**config.mk**
```make
export PLATFORM = sky130hd
export DESIGN_NAME = vid_sync_monitor
export DESIGN_NICKNAME = d
export VERILOG_FILES = /design/src/rtl/vsm_pkg.sv /design/src/rtl/vsm_meter.sv /design/src/rtl/vsm_axis_check.sv /design/src/rtl/vsm_sticky.sv /design/src/rtl/vid_sync_monitor.sv
export SDC_FILE = /design/constraint.sdc
export NUM_CORES = 1
export LEC_CHECK = 0
export BUFFER_PORTS_ARGS = -buffer_cell sky130_fd_sc_hd__buf_2
export CORE_MARGIN = 2
export CORE_UTILIZATION = 25
export DETAILED_ROUTE_END_ITERATION = 10
export SLEW_MARGIN = 20
export SYNTH_ARGS = -nofsm -noshare
export SYNTH_HDL_FRONTEND = slang
export SYNTH_SLANG_ARGS = --single-unit
```
**constraint.sdc**
```tcl
create_clock -name clk -period 1.9 [get_ports clk]
set_input_delay 0 -clock clk [delete_from_list [all_inputs] [get_ports clk]]
set_output_delay 0 -clock clk [all_outputs]
set_load 0.005 [all_outputs]
```
**src/rtl/vsm_pkg.sv**
```systemverilog
package vsm_pkg;

    parameter int VSM_CW = 16;
    localparam int NUM_FLAGS = 4;
    localparam int NUM_AXES = 2;

    typedef logic [VSM_CW-1:0] cnt_t;

    // one completed measurement on an axis
    typedef struct packed {
        logic done;
        cnt_t len;
    } meas_t;

    // per-axis outcome of comparing a measurement
    typedef struct packed {
        logic oos;
        logic mis;
    } verdict_t;

    // flag bit positions visible to software
    typedef enum int unsigned {
        FLG_H_MIS = 0,
        FLG_V_MIS = 1,
        FLG_H_OOS = 2,
        FLG_V_OOS = 3
    } flag_e;

    function automatic cnt_t sat_inc(cnt_t v);
        return (v == '1) ? v : v + cnt_t'(1);
    endfunction

endpackage

```
**src/rtl/vsm_meter.sv**
```systemverilog
module vsm_meter
    import vsm_pkg::*;
(
    input  logic  clk,
    input  logic  rst,
    input  logic  de,
    input  logic  vsync,
    output meas_t h_evt,
    output meas_t v_evt
);

    logic de_q, vs_q;
    logic h_armed, v_armed;
    cnt_t pix_cnt, line_cnt, line_fin;
    logic de_rise, de_fall, vs_rise, line_end;

    assign de_rise  = de & ~de_q;
    assign de_fall  = ~de & de_q;
    assign vs_rise  = vsync & ~vs_q;
    assign line_end = de_fall & h_armed;
    assign line_fin = line_end ? sat_inc(line_cnt) : line_cnt;

    always_ff @(posedge clk) begin
        if (rst) begin
            // edge history starts high so a level held through reset is no edge
            de_q     <= 1'b1;
            vs_q     <= 1'b1;
            h_armed  <= 1'b0;
            v_armed  <= 1'b0;
            pix_cnt  <= '0;
            line_cnt <= '0;
            h_evt    <= '0;
            v_evt    <= '0;
        end else begin
            de_q       <= de;
            vs_q       <= vsync;
            h_evt.done <= 1'b0;
            v_evt.done <= 1'b0;

            if (de_rise) begin
                pix_cnt <= cnt_t'(1);
                h_armed <= 1'b1;
            end else if (de) begin
                pix_cnt <= sat_inc(pix_cnt);
            end

            if (line_end) begin
                h_evt.done <= 1'b1;
                h_evt.len  <= pix_cnt;
            end

            if (vs_rise) begin
                if (v_armed) begin
                    v_evt.done <= 1'b1;
                    v_evt.len  <= line_fin;
                end
                v_armed  <= 1'b1;
                line_cnt <= '0;
            end else if (line_end && v_armed) begin
                line_cnt <= sat_inc(line_cnt);
            end
        end
    end

endmodule

```
**src/rtl/vsm_axis_check.sv**
```systemverilog
module vsm_axis_check
    import vsm_pkg::*;
(
    input  logic     clk,
    input  logic     rst,
    input  meas_t    evt,
    input  cnt_t     expected,
    output cnt_t     meas,
    output verdict_t verdict
);

    logic have_ref;
    logic same;

    assign same        = (evt.len == meas);
    assign verdict.oos = evt.done & have_ref & ~same;
    assign verdict.mis = evt.done & have_ref & same & (evt.len != expected);

    // the last measurement doubles as the reference for the next one
    always_ff @(posedge clk) begin
        if (rst) begin
            have_ref <= 1'b0;
            meas     <= '0;
        end else if (evt.done) begin
            have_ref <= 1'b1;
            meas     <= evt.len;
        end
    end

endmodule

```
**src/rtl/vsm_sticky.sv**
```systemverilog
module vsm_sticky #(
    parameter int N = 4
) (
    input  logic         clk,
    input  logic         rst,
    input  logic [N-1:0] set_vec,
    input  logic [N-1:0] clr_vec,
    output logic [N-1:0] flags
);

    always_ff @(posedge clk) begin
        if (rst) flags <= '0;
        else     flags <= (flags & ~clr_vec) | set_vec;
    end

endmodule

```
**src/rtl/vid_sync_monitor.sv**
```systemverilog
module vid_sync_monitor
    import vsm_pkg::*;
(
    input  logic                 clk,
    input  logic                 rst,
    input  logic                 vsync,
    input  logic                 de,
    input  logic [VSM_CW-1:0]    exp_h,
    input  logic [VSM_CW-1:0]    exp_v,
    input  logic [NUM_FLAGS-1:0] clr_flags,
    output logic [VSM_CW-1:0]    meas_h,
    output logic [VSM_CW-1:0]    meas_v,
    output logic [NUM_FLAGS-1:0] flags
);

    meas_t    evt  [NUM_AXES];
    cnt_t     expv [NUM_AXES];
    cnt_t     meas [NUM_AXES];
    verdict_t vd   [NUM_AXES];
    logic [NUM_FLAGS-1:0] set_vec;
    logic h_done_w, v_done_w;

    vsm_meter u_meter (
        .clk   (clk),
        .rst   (rst),
        .de    (de),
        .vsync (vsync),
        .h_evt (evt[0]),
        .v_evt (evt[1])
    );

    assign expv[0] = exp_h;
    assign expv[1] = exp_v;

    for (genvar a = 0; a < NUM_AXES; a++) begin : g_axis
        vsm_axis_check u_axis (
            .clk      (clk),
            .rst      (rst),
            .evt      (evt[a]),
            .expected (expv[a]),
            .meas     (meas[a]),
            .verdict  (vd[a])
        );
    end

    always_comb begin
        set_vec            = '0;
        set_vec[FLG_H_MIS] = vd[0].mis;
        set_vec[FLG_V_MIS] = vd[1].mis;
        set_vec[FLG_H_OOS] = vd[0].oos;
        set_vec[FLG_V_OOS] = vd[1].oos;
    end

    vsm_sticky #(.N(NUM_FLAGS)) u_sticky (
        .clk     (clk),
        .rst     (rst),
        .set_vec (set_vec),
        .clr_vec (clr_flags),
        .flags   (flags)
    );

    assign meas_h   = meas[0];
    assign meas_v   = meas[1];
    assign h_done_w = evt[0].done;
    assign v_done_w = evt[1].done;

endmodule

```
==> metrics.md, run 1 <==
| Metric | Value |
|---|---|
| Status | finished, final reports clean |
| F_max | 544.1 MHz |
| Via count | 4403 |
| Seq/Total Area, Yosys | 0.4166 |
| Die Wd | 148.1 um |
| CP startpoint | u_meter.line_cnt[1] |
| Placed instance count | 951 |
| Layout Cells excl Fill | 975 |
| Synth top area share | 0.4166 |
| Warnings, synthesis | 0 |
| Final min period | 1.838 ns |
| Initial antenna violation count | 1 |
| CTS buffer count | 9 |
| Final Setup Violations | 0 |
| Cell variety after synth | 49 |
| Worst-Skew Late Latency | 0.35 ns |
| Root Driver | clkbuf_16 |
| CP required | 2.16 ns |
| Final Cycle Share | 0.9673 |
| Via/cell ratio | 4.516 |
| Drt total wl | 12.66 mm |
| Hold Crit Start | rst |
| DIE AREA | 21930 um^2 |
| Largest area contributor in the netlist | dfxtp_1 |
| Starting Density | 0.2557 |
| Final Max Slew Viols | 0 |
| Post-route ant nets | 0 |
| Syn Nets | 635 |
| TritonCTS clock tree | yes |
| Crit path max fanout | 6 |
| Syn avg cell area | 8.752 um^2 |
| DR pass1 iterations | 5 |
| Ratio of cells with drive above 1 in the final layout | 0.2287 |
| Core Area | 20300 um^2 |
| Top post-synthesis cells by area | dfxtp_1, xor2_1, mux2i_1, xnor2_1, nor2_1 |
| Unrepaired setup endpoints after global routing | false |
| # IOs | 76 |
| GRT Util Overall | 0.1145 |
| PD cells | 665.5 nW/um^2 |
| Slew HR | 0.6152 |
| Dpl hpwl | 9.472 mm |
| Maxcap violations | 0 |
| Grt ovf | 0 |
| Clk sinks | 108 |
| Synth async-reset ratio | 0 |
| Row count | 52 |
| RD Place Congestion | 0.8421 |
| Final Util | 0.3219 |
| H-tree depth | 3 |
| Drt drc | 0 |
| Routed len/inst | 12.99 um |
| Clk slew on worst S/H paths | 0.07 ns |
| Worst Setup Path Type | register to register |
| Final hold vios | 0 |
| CP startpoint kind | register |
| R2R Path Start | u_meter.line_cnt[1] |
| Synth Instances | 593 |
| Largest net degree at the start of global routing | 41 |
| Hold Crit Class | primary input to register |
| Layout Nets | 741 |
| Number of synthesized flops with an enable pin | 0 |
| Max Clock Skew | 0.006282 ns |
| VDD IR max | 0.4336 mV |
| Hold Slack | 0.1885 ns |
| Number of synthesized register bits | 108 |
| Worst slew pin tran | 0.5772 ns |
| Worst EP arrival | 2.10 ns |
| First-pass GRT wire length | 20.60 mm |
| Clock buffer depth | 2 |
| DR iter-0 viols | 172 |
| Static leakage | 2.553 nW |
| Mapped Area | 5190 um^2 |
| Main synth FF type | dfxtp_1 |
| # port buffers | 75 |
| Die Span Y | 148.1 um |
| Vias in the first global route | 4118 |
| Area growth from synthesis to layout | 25.92% |
| Worst Setup End Kind | register |
[flip-flops by register name, indices dropped and copies added, names as in the netlist]
| name | flops |
|---|---|
| u_meter.h_evt | 17 |
| u_meter.v_armed | 1 |
| u_sticky.flags | 4 |
| g_axis.u_axis.have_ref | 2 |
| u_meter.h_armed | 1 |
| u_meter.vs_q | 1 |
| g_axis.u_axis.meas | 32 |
| u_meter.line_cnt | 16 |
| u_meter.v_evt | 17 |
| u_meter.de_q | 1 |
| u_meter.pix_cnt | 16 |
[cell usage after synthesis (2+ instances only)]
cell type and instances:
nor3_1 17, nand2_1 55, o21ai_0 2, xor2_1 59, ha_1 2, mux2i_1 35
or4_1 3, o31ai_1 3, and2_1 2, or3_1 4, o211ai_1 4, nand2b_1 2
xnor2_1 40, o2111ai_1 2, nor2_1 93, nor2b_1 2, nor3b_1 2, clkbuf_1 18
a21oi_1 22, inv_1 7, nand3_1 13, buf_1 7, nor4_2 2, nand4_1 17
o21ai_1 2, a31oi_1 2, a311oi_1 3, buf_2 9, nor4_1 21, or2_2 3
dfxtp_1 108, a211oi_1 12, and3_1 4
[final cells by class]
type                    count  area (um^2)
multi-input cells         443         2893
clock inverters             5        43.79
well taps                 270        337.8
clock buffers              11        252.7
repair buffers            130        815.8
diodes                      1        2.502
flip-flops and latches    108         2163
inverters                   7        26.28
fillers                  2142        13760
[logic make-up after synthesis]
kind of cell | synth area share
buf+inv | 0.03399
flops | 0.4166
xor+xnor | 0.1671
simple gates | 0.2353
mux | 0.06750
fa+ha+maj | 0.004821
compound gates | 0.07474
[repair_timing]
item,in CTS,in global routing
gates resized for setup,1,6
endpoints found under the hold margin,6,0
endpoints found under the setup margin,2,6
buffers inserted,0,1
hold buffers,6,0
pin swaps,0,2
[final timing paths]
check                         endpoint  cells past startpoint  slack, ns
setup reg to reg  u_meter.line_cnt[13]                      6       0.06
hold reg to reg      u_sticky.flags[0]                      2       0.45
setup / recovery  u_meter.line_cnt[13]                      6       0.06
hold / removal         u_meter.v_armed                      3       0.19
[through the flow]
stage | setup TNS, ns | area [um^2] | worst slack (ns) | power [mW]
6_report | 0 | 6535 | 0.06210 | 4.349
5_1_grt | 0 | 6535 | 0.005447 | 4.516
3_5_place_dp | -0.001165 | 6130 | -0.001165 | 2.553
2_1_floorplan | 0 | 5194 | 0.02056 | 2.456
3_3_place_gp | 0 | 6130 | 0.01921 | 2.551
4_1_cts | 0 | 6490 | 0.02532 | 4.401
[cells in the final DEF, fill, tap and decap left out, drive strengths merged, types with 3 or more instances in the layout]
cell type and n:
nor4 24, nand3 14, nand2 55, clkbuf 11
nand4 19, buf 124, o31ai 3, o211ai 4
and3 4, inv 8, xnor2 40, or4 3
a211oi 13, dfxtp 108, mux2i 35, nor2 93
a311oi 4, dlygate4sd3 6, a21oi 22, nor3 18
or3 4, o21ai 4, or2 3, xor2 59
[power breakdown]
| group | internal, mW | switching [mW] |
|---|---|---|
| sequential | 2.28 | 0.0133 |
| combinational | 0.0964 | 0.122 |
| clock | 0.976 | 0.866 |
| total | 3.35 | 1.00 |
[layer usage]
layer  share of wire  GRT usage  wire [um]
met3           0.036    0.01503        455
met5               0          0          0
met2            0.45     0.1845       5744
met4           0.019    0.04667        243
met1            0.49     0.1553       6220
[critical path: stages, from the launching register on]
cell and delay [ns]:
dfxtp_1 0.35, ha_2 0.19, nand4_2 0.16, or4_4 0.59
o31ai_1 0.09, a31oi_1 0.12, a311oi_2 0.25
(Power assumes the default switching activity.)
==> run 2: changes to the inputs <==
- SYNTH_HIERARCHICAL: not set -> 1
==> run 2 against run 1 <==
Total power increased by 2.1%. Die area increased by 1.8%. Flip-flop and latch count unchanged. Largest cell class unchanged. Area after synthesis increased by 1.8%. Routed wire length increased by 8.1%. Sequential share of layout area decreased by 0.31 points. Cell area increased by 1.1%. Utilization decreased by 0.57 points. Register-to-register slack improved by 0.03 ns. Clock skew increased by 0.0022 ns.
==> metrics.md, run 2 <==
| Metric | Value |
|---|---|
| Slew HR | 0.6639 (+0.04867) |
| CP cell instances | nand4_2 -> or4_4 -> o211ai_1 -> xor2_1 -> nor2_1 |
| Seq/Total Area, Yosys | 0.4092 (-0.007399) |
| Final hold vios | 0 (unchanged) |
| Warnings, synthesis | 6 (+6) |
| Layout Nets | 758 (+2.3%) |
| Max reg flops | 32 (unchanged) |
| Synth cell count leaders | dfxtp_1, nor2_1, xnor2_1, nand2_1, mux2i_1 |
| Max Clock Skew | 0.008501 ns (+0.002219 ns) |
| Hold Crit Class | primary input to register |
| Largest regs | g_axis.u_axis/meas (32), u_meter/h_evt (17), u_meter/v_evt (17) |
| Unrepaired setup endpoints after global routing | true |
| # IOs | 76 (unchanged) |
| Dpl hpwl | 10.32 mm (+8.9%) |
| Area growth from synthesis to layout | 25.01% |
| CTS buffer count | 9 (unchanged) |
| CP startpoint kind | register |
| Grt ovf | 0 (unchanged) |
| Mapped Area | 5284 um^2 (+1.8%) |
| F_max | 552.3 MHz (+1.5%) |
| TritonCTS clock tree | yes |
| GRT Util Overall | 0.1230 (+0.008466) |
| Clk slew on worst S/H paths | 0.07 ns (about the same) |
| Worst Setup End Kind | register |
| Slowest cell on the critical path | or4_4 |
| Root Driver | clkbuf_16 |
| Post-route ant nets | 0 (unchanged) |
| Clk network pwr share | 0.434 (+0.011) |
| Main synth FF type | dfxtp_1 |
| RD Place Congestion | 0.9281 (+10%) |
| # port buffers | 75 (unchanged) |
| Ant. Diodes | 0 (-1) |
| Via/cell ratio | 4.661 (+3.2%) |
| CP required | 2.12 ns (-0.04 ns) |
| Die Wd | 149.4 um (+0.88%) |
| Top post-synthesis cells by area | dfxtp_1, xnor2_1, mux2i_1, nor2_1, nand2_1 |
| Buf/Inv on CP | 0 (unchanged) |
| Worst EP arrival | 2.03 ns (-0.07 ns) |
| Initial antenna violation count | 0 (-1) |
| Synth Instances | 612 (+3.2%) |
| Via count | 4642 (+5.4%) |
| DIE AREA | 22310 um^2 (+1.8%) |
| Synth top area share | 0.4092 (-0.007399) |
| Worst-Skew Late Latency | 0.35 ns (about the same) |
| PD cells | 672.1 nW/um^2 (+0.99%) |
| Core Area | 20890 um^2 (+2.9%) |
| Final Cycle Share | 0.9530 (-0.01433) |
| DR iter-0 viols | 233 (+35%) |
| Largest stage delay on the critical path | 0.63 ns (+0.04 ns) |
| Drt total wl | 13.69 mm (+8.1%) |
| Switch Pwr | 0.9904 mW (-1.1%) |
| Number of synthesized register bits | 108 (unchanged) |
| Worst slew pin tran | 0.5035 ns (-0.07370 ns) |
| Most frequent cells in the layout | dfxtp_1, nor2_1, buf_2, xnor2_1, nand2_1 |
| VDD IR max | 0.3690 mV (-15%) |
| Status | finished, final reports clean |
| Clock buffer depth | 2 (unchanged) |
| Synth async-reset ratio | 0 (unchanged) |
| Maxcap violations | 0 (unchanged) |
| Number of synthesized flops with an enable pin | 0 (unchanged) |
| H-tree depth | 3 (unchanged) |
| Row count | 53 (+1.9%) |
| Layout Cells excl Fill | 996 (+2.2%) |
| Comb power frac | 0.050 (about the same) |
| Drt drc | 0 (unchanged) |
| Final min period | 1.811 ns (-0.02723 ns) |
| Ratio of cells with drive above 1 in the final layout | 0.2136 (-0.01510) |
| Switching Share | 0.2231 (-0.007080) |
| Starting Density | 0.2530 (-0.002721) |
| Finished layout cell area | 6605 um^2 (+1.1%) |
| Total negative slack | 0 ns (unchanged) |
| Seq pwr share | 0.516 (-0.010) |
| Area of placed instances | 6213 um^2 (+1.4%) |
| First-pass GRT wire length | 22.00 mm (+6.8%) |
| Top-count cell post-synth | dfxtp_1 |
| Vias in the first global route | 4279 (+3.9%) |
| Syn Nets | 654 (+3.0%) |
| Die Span Y | 149.4 um (+0.88%) |
| Final Setup Violations | 0 (unchanged) |
| Routed len/inst | 13.75 um (+5.9%) |
| Final Max Slew Viols | 0 (unchanged) |
| Most common cell after layout, fill and taps aside | dfxtp_1 |
| Clk sinks | 108 (unchanged) |
| Cell variety after synth | 48 (-2.0%) |
| Worst Setup Path Type | register to register |
| Syn avg cell area | 8.634 um^2 (-1.4%) |
| Int Power | 3.449 mW (+3.0%) |
| Static leakage | 2.316 nW (-9.3%) |
| Largest net degree at the start of global routing | 75 (+83%) |
| DR pass1 iterations | 4 (-1) |
| Crit path max fanout | 5 (-1) |
| Placed instance count | 973 (+2.3%) |
| Reg with most FFs | g_axis.u_axis/meas |
| Setup Buffers After CTS | 0 (unchanged) |
| Largest area contributor in the netlist | dfxtp_1 |
| Top delay family on crit path | simple AND/OR/NAND/NOR gates |
run 2: cell type report:
type | instances | area [um^2]
Fill cell | 2223 | 14280
Multi-Input combinational cell | 462 | 2957
Sequential cell | 108 | 2166
Timing Repair Buffer | 125 | 790.8
Tap cell | 275 | 344.1
Clock buffer | 10 | 239.0
Clock inverter | 6 | 71.32
Inverter | 10 | 37.54
run 2: cell families (layout without fill, tap and decap cells):
logic type | count (synthesis) | in the layout | share of synthesized area
simple gates | 261 | 262 | 0.2479
flops | 108 | 108 | 0.4092
mux | 38 | 38 | 0.07199
xor+xnor | 87 | 87 | 0.1442
fa+ha+maj | 2 | 2 | 0.004735
compound gates | 73 | 73 | 0.08643
buf+inv | 43 | 151 | 0.03552
run 2: final timing paths:
path                      start                  to  slack, ns  depth (start not counted)
max          u_meter/pix_cnt[9]  u_meter/pix_cnt[3]       0.09                          5
min                          de  u_meter/pix_cnt[0]       0.05                          3
max reg2reg  u_meter/pix_cnt[9]  u_meter/pix_cnt[3]       0.09                          5
min reg2reg   u_sticky/flags[1]   u_sticky/flags[1]       0.47                          2
run 2: through the flow:
| step | worst slack [ns] | total power, mW | utilization | hold slack [ns] |
|---|---|---|---|---|
| 3_3_place_gp | 0.1014 | 2.554 | 0.2975 | 0.2016 |
| 3_5_place_dp | 0.07123 | 2.556 | 0.2975 | 0.2102 |
| 4_1_cts | 0.01233 | 4.506 | 0.3152 | 0.03094 |
| 5_1_grt | -0.01018 | 4.615 | 0.3162 | 0.05951 |
| 2_1_floorplan | 0.09256 | 2.461 | - | 0.06907 |
| 6_report | 0.08933 | 4.439 | 0.3162 | 0.05173 |
run 2: power by group through the flow:
| stage | clock network, mW | logic, mW | registers, mW |
|---|---|---|---|
| 6_report | 1.93 | 0.222 | 2.29 |
| 5_1_grt | 2.08 | 0.244 | 2.29 |
| 4_1_cts | 1.99 | 0.224 | 2.29 |
| 3_5_place_dp | 0 | 0.214 | 2.34 |
| 3_3_place_gp | 0 | 0.213 | 2.34 |
| 2_1_floorplan | 0 | 0.121 | 2.34 |
run 2: tightest hold or removal path, cell delays in order:
cell	delay [ns]
buf_2	0.19
nor2_1	0.11
nor4_1	0.05
run 2: what timing repair did:
item	in CTS	in global routing
setup endpoints to repair	0	7
endpoints found under the hold margin	7	0
hold buffers	6	0
resized for setup	0	5
run 2: layer usage:
metal,track usage,up-vias,part of all wire
li1,-,2338,-
met1,0.1688,2167,0.48
met2,0.1901,122,0.45
met3,0.02263,15,0.051
met4,0.04952,0,0.016
met5,0,-,0
==> run 3: changes to the inputs <==
- clock period: 1.9 -> 1.73 ns (I/O delays scaled with it)
==> run 3 against run 2 <==
Clock skew about the same. Clock-buffer cell count increased by 1. Critical path type unchanged. Sequential share of layout area decreased by 1.6 points. Total power increased by 8.3%. Critical path depth increased by 1. Cell area increased by 5.8%.
==> metrics.md, run 3 (synthesis results as in run 2) <==
| Metric | Value |
|---|---|
| Status | finished, final reports clean |
| Initial antenna violation count | 1 (+1) |
| Worst-Skew Late Latency | 0.35 ns (about the same) |
| Placed instance count | 1001 (+2.9%) |
| Final Util | 0.3345 (+0.01833) |
| Crit path max fanout | 5 (unchanged) |
| Final min period | 1.726 ns (-0.08433 ns) |
| Reg with most FFs | g_axis.u_axis/meas |
| Worst Setup Path Type | register to register |
| Largest net degree at the start of global routing | 74 (-1.3%) |
| Static leakage | 2.532 nW (+9.4%) |
| Final Setup Violations | 0 (unchanged) |
| Worst slew pin tran | 0.4992 ns (-0.004302 ns) |
| Clock buffer depth | 2 (unchanged) |
| RD Place Congestion | 0.8809 (-5.1%) |
| Row count | 53 (unchanged) |
| Slew HR | 0.6672 (+0.003327) |
| Clk slew on worst S/H paths | 0.07 ns (about the same) |
| Clk sinks | 108 (unchanged) |
| Worst EP arrival | 1.95 ns (-0.08 ns) |
| CP required | 1.96 ns (-0.16 ns) |
| Via count | 4727 (+1.8%) |
| Routed len/inst | 13.64 um (-0.78%) |
| Final Cycle Share | 0.9979 (+0.04490) |
| H-tree depth | 3 (unchanged) |
| VDD IR max | 0.4112 mV (+11%) |
| Largest stage delay on the critical path | 0.62 ns (about the same) |
| Final Max Slew Viols | 0 (unchanged) |
| # port buffers | 75 (unchanged) |
| DIE AREA | 22310 um^2 (unchanged) |
| Unrepaired setup endpoints after global routing | true |
| Slowest cell on the critical path | or4_4 |
| TritonCTS clock tree | yes |
| CTS buffer count | 9 (unchanged) |
| Drt drc | 0 (unchanged) |
| Max Clock Skew | 0.008747 ns (+0.0002456 ns) |
| Final hold vios | 0 (unchanged) |
| GRT Util Overall | 0.1287 (+0.005687) |
| CP cell instances | nand4_1 -> or4_4 -> buf_4 -> nand3_1 -> xor2_1 -> nor2_1 |
| Via/cell ratio | 4.576 (-1.8%) |
| First-pass GRT wire length | 22.86 mm (+3.9%) |
| Core Area | 20890 um^2 (unchanged) |
| Root Driver | clkbuf_16 |
| Starting Density | 0.2530 (unchanged) |
| Grt ovf | 0 (unchanged) |
| Max reg flops | 32 (unchanged) |
| DR pass1 iterations | 4 (unchanged) |
| Ratio of cells with drive above 1 in the final layout | 0.2774 (+0.06382) |
| Drt total wl | 14.09 mm (+2.9%) |
| Layout Nets | 794 (+4.7%) |
| Worst Setup End Kind | register |
| Area growth from synthesis to layout | 32.25% |
| # IOs | 76 (unchanged) |
| Maxcap violations | 0 (unchanged) |
| Die Wd | 149.4 um (unchanged) |
| Hold Crit Class | primary input to register |
| Total negative slack | 0 ns (unchanged) |
| Largest regs | g_axis.u_axis/meas (32), u_meter/h_evt (17), u_meter/v_evt (17) |
| PD cells | 687.8 nW/um^2 (+2.3%) |
| Post-route ant nets | 0 (unchanged) |
| Vias in the first global route | 4492 (+5.0%) |
| Most frequent cells in the layout | dfxtp_1, nor2_1, buf_4, buf_2, xnor2_1 |
| Dpl hpwl | 10.69 mm (+3.6%) |
| Most common cell after layout, fill and taps aside | dfxtp_1 |
| DR iter-0 viols | 257 (+10%) |
| F_max | 579.3 MHz (+4.9%) |
| Layout Cells excl Fill | 1033 (+3.7%) |
| Die Span Y | 149.4 um (unchanged) |
| CP startpoint kind | register |
[run 3: cell count changes in the layout (fill, tap and decap cells not counted), moves of 2 or more]
cell and delta:
buf_4 +34, dfxtp_1 -10, dfxtp_2 +10, ha_1 -2
inv_6 +2, nor3_1 -2, nor3_2 +2, nor4_4 +2
[run 3: critical path, delay by kind of cell (launching register included)]
family	cells	cell delay (ns)
simple gates	4	0.94
flops	1	0.33
buf+inv	1	0.16
xor+xnor	1	0.17
[run 3: metrics by stage]
| step | power (mW) | hold WS, ns | setup WS, ns | instance area (um^2) |
|---|---|---|---|---|
| 4_1_cts | 4.862 | 0.01188 | 0.007134 | 6802 |
| 3_5_place_dp | 2.812 | 0.2584 | 0.01142 | 6439 |
| 5_1_grt | 4.995 | 0.07190 | -0.1577 | 6985 |
| 2_1_floorplan | 2.706 | 0.06907 | -0.04931 | 5299 |
| 6_report | 4.806 | 0.04462 | 0.003655 | 6988 |
| 3_3_place_gp | 2.811 | 0.2544 | 0.02173 | 6439 |
[run 3: path summary, 6_finish.rpt]
path	startpoint	endpoint	slack (ns)	depth (start not counted)
worst min register to register	u_sticky/flags[1]	u_sticky/flags[1]	0.47	2
worst min-delay path	de	u_meter/pix_cnt[0]	0.04	3
worst max-delay path	u_meter/pix_cnt[15]	u_meter/pix_cnt[7]	0.004	6
worst max register to register	u_meter/pix_cnt[15]	u_meter/pix_cnt[7]	0.004	6
[run 3: layout make-up]
| type | instances | area, um^2 |
|---|---|---|
| Fill cell | 2157 | 13900 |
| Clock inverter | 5 | 42.54 |
| Timing Repair Buffer | 161 | 1077 |
| Multi-Input combinational cell | 462 | 3053 |
| Sequential cell | 108 | 2178 |
| Inverter | 10 | 37.54 |
| Tap cell | 275 | 344.1 |
| Antenna cell | 1 | 2.502 |
| Clock buffer | 11 | 252.7 |
[run 3: routing by layer]
| metal | vias up | wire [um] | track usage |
|---|---|---|---|
| li1 | 2429 | - | - |
| met1 | 2177 | 6868 | 0.1765 |
| met2 | 100 | 6379 | 0.2007 |
| met3 | 21 | 539 | 0.02049 |
| met4 | 0 | 305 | 0.05333 |
| met5 | - | 0 | 0 |
[run 3: power breakdown]
group / switching, mW / total, mW / leakage [nW] / internal, mW
logic: 0.134 / 0.257 / 1.51 / 0.123
clock network: 0.960 / 2.04 / 0.148 / 1.08
registers: 0.0135 / 2.51 / 0.877 / 2.50
[run 3: timing repair]
action | CTS | global route
cloned | 0 | 1
hold buffers | 6 | 0
buffers inserted | 0 | 8
hold endpoints to repair | 8 | 0
setup endpoints to repair | 2 | 34
resized for setup | 1 | 27
pin swaps | 1 | 17
